==> config.mk <==
export PLATFORM = sky130hd
export DESIGN_NAME = crc_serial_seq
export DESIGN_NICKNAME = d
export VERILOG_FILES = /design/src/rtl/crc_seq_pkg.sv /design/src/rtl/crc_seq_req.sv /design/src/rtl/crc_seq_ser.sv /design/src/rtl/crc_seq_deser.sv /design/src/rtl/crc_serial_seq.sv
export SDC_FILE = /design/constraint.sdc
export NUM_CORES = 1
export LEC_CHECK = 0
export BUFFER_PORTS_ARGS = -buffer_cell sky130_fd_sc_hd__buf_2
export CAP_MARGIN = 15
export CORE_MARGIN = 2
export CORE_UTILIZATION = 49
export CTS_CLUSTER_DIAMETER = 50
export DETAILED_ROUTE_END_ITERATION = 8
export HOLD_SLACK_MARGIN = 0.03
export PLACE_DENSITY = 0.72
export SYNTH_ARGS = -nofsm -noshare
export SYNTH_HDL_FRONTEND = slang
export SYNTH_SLANG_ARGS = --single-unit
==> constraint.sdc <==
create_clock -name clk -period 1.45 [get_ports clk]
set_input_delay 0.29 -clock clk [delete_from_list [all_inputs] [get_ports clk]]
set_output_delay 0.29 -clock clk [all_outputs]
set_load 0.02 [all_outputs]
==> src/rtl/crc_seq_pkg.sv <==
package crc_seq_pkg;
  typedef enum logic [2:0] {
    ST_IDLE,
    ST_BYTE,
    ST_TABLE,
    ST_COMMIT,
    ST_DRAIN
  } seq_state_e;
endpackage

==> src/rtl/crc_seq_req.sv <==
// Holds a table request and its index until a response strobe arrives.
module crc_seq_req #(
  parameter int AW = 8
) (
  input  logic          clk,
  input  logic          rst,
  input  logic          issue_i,
  input  logic [AW-1:0] addr_i,
  input  logic          rsp_valid_i,
  output logic          req_o,
  output logic [AW-1:0] addr_o,
  output logic          got_o
);
  assign got_o = req_o && rsp_valid_i;

  always_ff @(posedge clk) begin
    if (rst) begin
      req_o  <= 1'b0;
      addr_o <= '0;
    end else if (got_o) begin
      req_o <= 1'b0;
    end else if (issue_i) begin
      req_o  <= 1'b1;
      addr_o <= addr_i;
    end
  end
endmodule

==> src/rtl/crc_seq_ser.sv <==
// Parallel-to-serial stage: presents a word MSB first, one bit per cycle.
module crc_seq_ser #(
  parameter int W = 32
) (
  input  logic         clk,
  input  logic         rst,
  input  logic         load,
  input  logic [W-1:0] word_i,
  output logic         bit_o,
  output logic         en_o,
  output logic         last_o
);
  localparam int CW = $clog2(W);

  logic [W-1:0]  sh_q;
  logic [CW-1:0] left_q;

  assign last_o = en_o && (left_q == '0);

  always_ff @(posedge clk) begin
    if (rst) begin
      sh_q   <= '0;
      left_q <= '0;
      en_o   <= 1'b0;
      bit_o  <= 1'b0;
    end else if (load) begin
      bit_o  <= word_i[W-1];
      sh_q   <= {word_i[W-2:0], 1'b0};
      left_q <= CW'(W - 1);
      en_o   <= 1'b1;
    end else if (en_o) begin
      if (left_q != '0) begin
        bit_o  <= sh_q[W-1];
        sh_q   <= {sh_q[W-2:0], 1'b0};
        left_q <= left_q - 1'b1;
      end else begin
        en_o <= 1'b0;
      end
    end
  end
endmodule

==> src/rtl/crc_seq_deser.sv <==
// Serial-to-parallel stage: collects W bits, first bit into the MSB.
module crc_seq_deser #(
  parameter int W = 32
) (
  input  logic         clk,
  input  logic         rst,
  input  logic         start,
  input  logic         bit_i,
  output logic         busy_o,
  output logic [W-1:0] word_o,
  output logic         done_o
);
  localparam int CW = $clog2(W);

  logic [W-1:0]  acc_q;
  logic [CW-1:0] left_q;

  always_ff @(posedge clk) begin
    if (rst) begin
      acc_q  <= '0;
      left_q <= '0;
      busy_o <= 1'b0;
      word_o <= '0;
      done_o <= 1'b0;
    end else begin
      done_o <= 1'b0;
      if (start) begin
        acc_q  <= {{(W-1){1'b0}}, bit_i};
        left_q <= CW'(W - 1);
        busy_o <= 1'b1;
      end else if (busy_o) begin
        acc_q  <= {acc_q[W-2:0], bit_i};
        left_q <= left_q - 1'b1;
        if (left_q == CW'(1)) begin
          busy_o <= 1'b0;
          word_o <= {acc_q[W-2:0], bit_i};
          done_o <= 1'b1;
        end
      end
    end
  end
endmodule

==> src/rtl/crc_serial_seq.sv <==
module crc_serial_seq #(
  parameter int DATA_W = 8,
  parameter int CRC_W  = 32
) (
  input  logic              clk,
  input  logic              rst,
  input  logic              in_valid,
  output logic              in_ready,
  input  logic [DATA_W-1:0] in_data,
  input  logic              in_last,
  output logic              tbl_req,
  output logic [DATA_W-1:0] tbl_addr,
  input  logic              tbl_rsp_valid,
  input  logic [CRC_W-1:0]  tbl_rsp_word,
  output logic              dp_rst_n,
  output logic [DATA_W-1:0] dp_byte,
  output logic              dp_byte_we,
  input  logic [DATA_W-1:0] dp_addr,
  output logic              dp_lut_bit,
  output logic              dp_lut_we,
  output logic              dp_crc_bit,
  output logic              dp_crc_par,
  output logic              dp_crc_we,
  input  logic              dp_crc_ser,
  output logic [CRC_W-1:0]  crc_result,
  output logic              crc_done
);
  import crc_seq_pkg::*;

  seq_state_e state_q;
  logic       wrote_q;
  logic       last_q;
  logic       par_q;
  logic       rstn_q;
  logic       issue;
  logic       got;
  logic       ser_last;
  logic       drain_start;
  logic       drain_busy;

  assign in_ready    = (state_q == ST_BYTE) && !wrote_q;
  assign issue       = (state_q == ST_BYTE) && wrote_q;
  assign drain_start = (state_q == ST_COMMIT) && last_q;
  assign dp_rst_n    = rstn_q;
  assign dp_crc_par  = par_q;
  assign dp_crc_we   = par_q | drain_busy;
  assign dp_crc_bit  = 1'b0;

  always_ff @(posedge clk) begin
    if (rst) begin
      state_q    <= ST_IDLE;
      wrote_q    <= 1'b0;
      last_q     <= 1'b0;
      par_q      <= 1'b0;
      rstn_q     <= 1'b0;
      dp_byte    <= '0;
      dp_byte_we <= 1'b0;
    end else begin
      rstn_q     <= 1'b1;
      dp_byte_we <= 1'b0;
      par_q      <= 1'b0;
      unique case (state_q)
        ST_IDLE: state_q <= ST_BYTE;
        ST_BYTE: begin
          if (!wrote_q) begin
            if (in_valid) begin
              dp_byte    <= in_data;
              last_q     <= in_last;
              dp_byte_we <= 1'b1;
              wrote_q    <= 1'b1;
            end
          end else begin
            wrote_q <= 1'b0;
            state_q <= ST_TABLE;
          end
        end
        ST_TABLE: begin
          if (ser_last) begin
            par_q   <= 1'b1;
            state_q <= ST_COMMIT;
          end
        end
        ST_COMMIT: state_q <= last_q ? ST_DRAIN : ST_BYTE;
        ST_DRAIN:  state_q <= ST_DRAIN;
        default:   state_q <= ST_IDLE;
      endcase
    end
  end

  crc_seq_req #(.AW(DATA_W)) u_req (
    .clk         (clk),
    .rst         (rst),
    .issue_i     (issue),
    .addr_i      (dp_addr),
    .rsp_valid_i (tbl_rsp_valid),
    .req_o       (tbl_req),
    .addr_o      (tbl_addr),
    .got_o       (got)
  );

  crc_seq_ser #(.W(CRC_W)) u_ser (
    .clk    (clk),
    .rst    (rst),
    .load   (got),
    .word_i (tbl_rsp_word),
    .bit_o  (dp_lut_bit),
    .en_o   (dp_lut_we),
    .last_o (ser_last)
  );

  crc_seq_deser #(.W(CRC_W)) u_deser (
    .clk    (clk),
    .rst    (rst),
    .start  (drain_start),
    .bit_i  (dp_crc_ser),
    .busy_o (drain_busy),
    .word_o (crc_result),
    .done_o (crc_done)
  );
endmodule

== Yosys cells after proc, flatten, opt, wreduce, memory -nomap -nowiden ==
Index checks and enable logic that the tools add are counted.

* Output and inout port bits: 58
* Input port bits: 54
* Logic and storage cells: 85
* Register bits after elaboration: 133

* Mux-type cells: 28
* Reduce and logical (&&, ||, !) cells: 22
* Equality and inequality tests: 7
* Bitwise logic cells: 7
* $add $sub $neg: 2

{| class="wikitable"
|+ Operator list
! cell !! count
|-
| two-way mux 32 bit || 3
|-
| two-way mux 5 bit || 5
|-
| two-way mux 1 bit || 16
|-
| case mux 3 bit (5 select lines) || 1
|-
| subtractor 5 x 1 -> 5 bit (second input constant) || 2
|-
| two-way mux 3 bit || 3
|-
| OR reduction 2 bit || 4
|-
| == test 3 x 2 -> 1 bit (second input constant) || 2
|-
| inverter 1 bit || 6
|-
| AND reduction 2 bit || 3
|-
| AND reduction 3 bit || 2
|-
| nonzero test 2 bit || 3
|-
| == test 5 x 1 -> 1 bit (second input constant) || 1
|-
| logical AND 1 bit || 5
|-
| logical NOT 5 bit || 1
|-
| nonzero test 5 bit || 1
|-
| != test 2 bit (second input constant) || 2
|-
| == test 3 x 1 -> 1 bit (second input constant) || 1
|-
| == test 3 bit (second input constant) || 1
|-
| logical NOT 3 bit || 1
|-
| OR reduction 3 bit || 1
|-
| logical NOT 1 bit || 1
|-
| bitwise OR 1 bit || 1
|}

== Logic depth before layout (Yosys ltp) ==
* Depth after elaboration: 4
* Gate-level depth with buffers: 7
* Gate-level depth less buffers: 5

== Modules after synthesis ==
Synthesis repeated with hierarchy kept, for this count alone.

* Cells, all modules: 596
* Area, all modules: 5885.6 sq um

{| class="wikitable"
|+ Modules (own cells, without submodules)
! module !! sequential area each (sq um) !! cells an instance !! area each (sq um) !! instances
|-
| crc_seq_deser || 1401.3 || 274 || 2856.5 || 1
|-
| crc_seq_ser || 760.7 || 212 || 1959.4 || 1
|-
| crc_serial_seq || 320.3 || 71 || 660.6 || 1
|-
| crc_seq_req || 180.2 || 39 || 409.1 || 1
|}

== Least setup slack after synthesis ==
No wires, ideal clock.

* Kind: register to output
* Start: register state_q[0]
* End: output in_ready
* Arrival: 1339 ps
* Path buffers: 2
* Setup slack: -179 ps
* Cell stages (with the launch flop): 5
* Required time: 1160 ps
* Cell sequence: dfxtp_1 clkbuf_1 or3b_1 clkbuf_1 nor2_1

* Longest elaborated chain between the ends: 2

{| class="wikitable"
|+ Ends and longest elaborated chain
! item !! RTL line !! RTL
|-
| start: declaration || crc_serial_seq.sv:30 || <nowiki>seq_state_e state_q;</nowiki>
|-
| start signal: assignment || crc_serial_seq.sv:83 || <nowiki>ST_COMMIT: state_q <= last_q ? ST_DRAIN : ST_BYTE;</nowiki>
|-
| == test 3 x 1 -> 1 bit || crc_serial_seq.sv:41 || <nowiki>assign in_ready = (state_q == ST_BYTE) && !wrote_q;</nowiki>
|-
| logical AND 1 bit || crc_serial_seq.sv:41 ||
|-
| end: declaration || crc_serial_seq.sv:8 || <nowiki>output logic in_ready,</nowiki>
|}

No other way between the ends.

== Worst setup path in the final report ==
* Start: register u_deser.left_q[1]
* End: register u_deser.word_o[31]

* Longest elaborated chain between the ends: 2

{| class="wikitable"
|+ Ends and longest elaborated chain
! item !! RTL line !! RTL
|-
| start: declaration || crc_seq_deser.sv:16 || <nowiki>logic [CW-1:0] left_q;</nowiki>
|-
| start signal: assignment || crc_seq_deser.sv:29 || <nowiki>left_q <= CW'(W - 1);</nowiki>
|-
| start signal: assignment || crc_seq_deser.sv:33 || <nowiki>left_q <= left_q - 1'b1;</nowiki>
|-
| == test 5 x 1 -> 1 bit || crc_seq_deser.sv:34 || <nowiki>if (left_q == CW'(1)) begin</nowiki>
|-
| AND reduction 3 bit (no source line) || - ||
|-
| end signal: assignment || crc_seq_deser.sv:36 || <nowiki>word_o <= {acc_q[W-2:0], bit_i};</nowiki>
|-
| end: declaration || crc_seq_deser.sv:10 || <nowiki>output logic [W-1:0] word_o,</nowiki>
|}

No other way between the ends.
A chain may end at the register's enable or synchronous reset.

==> out/metrics.yaml <==
run_status: "finished with violations"
violations: "setup timing"
netlist.area_leader.share_pct: 47.2
wl_met2_um: 8380
clk_latency_ps: 420
ir_worst_vdd_uv: 843
synthMostInstantiatedCell: "sky130_fd_sc_hd__dfxtp_1"
min_delay_path_depth: 3
finalHoldViolCount: 0
numCtsBuffers: 17
ys_async_sr_fraction_pct: 0
worstSetupStartpoint: "u_deser.left_q[1]"
route.detailed.drc: 0
maxUsedRoutingLayer: "met4"
hold_buffers: 0
syn_to_final_growth_pct: 44.9
layout-drive-gt1-share_pct: 43.9
layout.area.seq_um2: 2680
finish.net_count: 807
post_synth.cell_area_avg_um2: 9.11
antenna_found_initial: 0
cts_tree: "yes"
fin_skew_ps: 8.40
routedLengthMet1_um: 6360
worstHoldStart: "in_last"
dieArea_um2: 12400
routed_wl_um: 16000
multiInputGateArea_um2: 3340
fill_cells: 799
fmax_ghz: 0.590
layout_worst_path_cycle_share_pct: 117
yosys_warnings: 0
floorplan.die.width_um: 111
synth_seq_area_share_pct: 47.2
antenna_left: 0
ys_ff_latch: 133
final_number_of_max_transition_violations: 0
dr_total_vias: 5411
yosys.cell_types.count: 47
core_um2: 11300
dr.first_iter.drc_count: 308
fin_util_pct: 72.2
timing.final.setup_violations: 72
synth_common_cells: "133 x sky130_fd_sc_hd__dfxtp_1, 64 x sky130_fd_sc_hd__a21oi_1, 61 x sky130_fd_sc_hd__nor2_1"
setup.worst_path.start_class: "register"
avgRoutedWirePerCell_um: 17.6
synth-main-ff-cell: "sky130_fd_sc_hd__dfxtp_1"
antenna_cells: 0
detailedRoute.firstPassIterationCount: 5
final_design_area_no_fill_um2: 8180
floorplan.io_pins: 112
post_synth_main_area_contributors: "sky130_fd_sc_hd__dfxtp_1 47%, sky130_fd_sc_hd__o31ai_2 6.2%, sky130_fd_sc_hd__a21oi_1 5.7%, sky130_fd_sc_hd__mux2i_1 5.3%, sky130_fd_sc_hd__o21ai_0 5.0%"
setup.worst_path.end_class: "register"
grt_overflow_total: 0
post-synth-top-area-cell: "sky130_fd_sc_hd__dfxtp_1"
rsz_0062_raised_after_global_routing: "yes"
power.density_cell_area_nw_per_um2: 1070
die_height_um: 111
path_max_fanout: 6
port_buffers: 110
first_global_vias: 5296
cts.htree.levels: 4
final.setup.tns_ps: -10520
synth-edff-count: 0
setup_ws_ps: -243
gp_congestion: 0.757
grt_start_max_net_pins: 42
dp_cells: 846
leakagePower_nw: 2.91
std_cell_rows: 39
cts-root-buf: "sky130_fd_sc_hd__clkbuf_16"
postSynthCellCount: 620
maxCapViolCount: 0
grt_pass1_wl_um: 25100
crit_required_ps: 1740
cts-root-to-sink-buffers: 2
min-delay-path-class: "input port to register"
placed_cell_area_um2: 6630
register_clock_pin_slew_on_the_reported_worst_setup_and_hold_paths_ps: 50
final.hold.worst_slack_ps: 125
timing.reg2reg.worst_path_depth: 6
postSynthNetCount: 677
viasPerCell: 5.97
crit_arrival_ps: 1980
crit_type: "register to register"
synth_area_um2: 5650
finalCriticalPeriod_ps: 1690
clock_sinks: 133
grt_util_all_layers_pct: 24.5
route.met3.wl_um: 730
layoutNonFillerInstCount: 906
r2r_start: "u_deser.left_q[1]"
hpwlAfterDp_um: 8620
floorplan.initialDensity_pct: 49.9
logic make-up (layout without fill, tap and decap cells):
kind of cell	count (synthesis)	in the layout	share of synthesized area (%)
other	1	1	0.0664
and+or+nand+nor	177	181	17.0
AOI/OAI and AO/OA	197	197	23.3
muxes	30	30	5.32
xor gates and xnor gates	3	3	0.466
adders and majority gates	3	3	0.665
buffers and inverters	76	215	5.96
DFF	133	133	47.2
through the flow:
stage	total power, mW	setup WS [ps]
after floorplan	4.12	-121
after global placement	4.32	-115
after detailed placement	4.34	-188
after CTS	8.69	-228
after global routing	8.99	-297
final	8.71	-243
state kept, by name, summed over array words and instances, names as in the netlist:
| signal | count |
|---|---|
| dp_byte | 8 |
| dp_byte_we | 1 |
| dp_crc_par | 1 |
| dp_rst_n | 1 |
| last_q | 1 |
| state_q | 3 |
| u_deser.acc_q | 31 |
| u_deser.busy_o | 1 |
| u_deser.done_o | 1 |
| u_deser.left_q | 5 |
| u_deser.word_o | 32 |
| u_req.addr_o | 8 |
| u_req.req_o | 1 |
| u_ser.bit_o | 1 |
| u_ser.en_o | 1 |
| u_ser.left_q | 5 |
| u_ser.sh_q | 31 |
| wrote_q | 1 |
where the power goes:
| part | switching [mW] | internal [mW] | total [mW] |
|---|---|---|---|
| clock network | 1.52 | 2.69 | 4.22 |
| registers | 0.0385 | 3.71 | 3.75 |
| logic | 0.411 | 0.340 | 0.751 |
| total | 1.97 | 6.74 | 8.71 |
repair_timing:
item / 4_1_cts / 5_1_grt
resized for setup: 58 / 77
pin swaps: 36 / 33
endpoints found under the setup margin: 66 / 91
cloned: 7 / 3
setup buffers: 13 / 8
final timing paths:
check	end	slack (ps)
hold reg to reg	dp_crc_par	450
hold / removal	last_q	130
setup reg to reg	u_deser.word_o[31]	-240
setup / recovery	u_deser.word_o[31]	-240
per-layer routing:
metal / vias to the layer above / track usage [%]
met4: 0 / 10.3
li1: 2566 / -
met2: 186 / 43.7
met3: 39 / 5.12
met1: 2620 / 28.6
met5: - / 0
final cells by class:
class | count | share of cell area [%]
multi-input combinational | 415 | 40.8
sequential | 133 | 32.8
timing repair buffer | 175 | 16.7
clock buffer | 23 | 5.97
tap | 143 | 2.19
clock inverter | 9 | 1.22
inverter | 8 | 0.398
cell usage in the layout, fill, tap and decap left out, drive strengths merged, types with 2 or more instances in the layout:
master,synthesis,layout
a211oi,30,30
a21bo,2,2
a21oi,64,64
a31oi,7,7
buf,27,173
bufinv,0,2
clkbuf,41,25
clkinv,1,6
clkinvlp,0,2
dfxtp,133,133
ha,3,3
inv,7,7
mux2i,30,30
nand2,12,15
nand2b,2,2
nand3,23,23
nand4,32,32
nand4b,2,2
nor2,61,61
nor3,2,2
nor4,27,27
nor4b,3,3
o21ai,56,56
o31ai,34,34
or3,2,2
or4b,2,3
xnor2,2,2
critical path, stage by stage, from the launching register on:
cell and delay, ps:
sky130_fd_sc_hd__dfxtp_2 320, sky130_fd_sc_hd__inv_2 70, sky130_fd_sc_hd__ha_4 130, sky130_fd_sc_hd__or4b_4 570
sky130_fd_sc_hd__clkbuf_16 210, sky130_fd_sc_hd__o31ai_2 180, sky130_fd_sc_hd__a21oi_1 100
No activity file was read; power rests on OpenSTA's default activity.
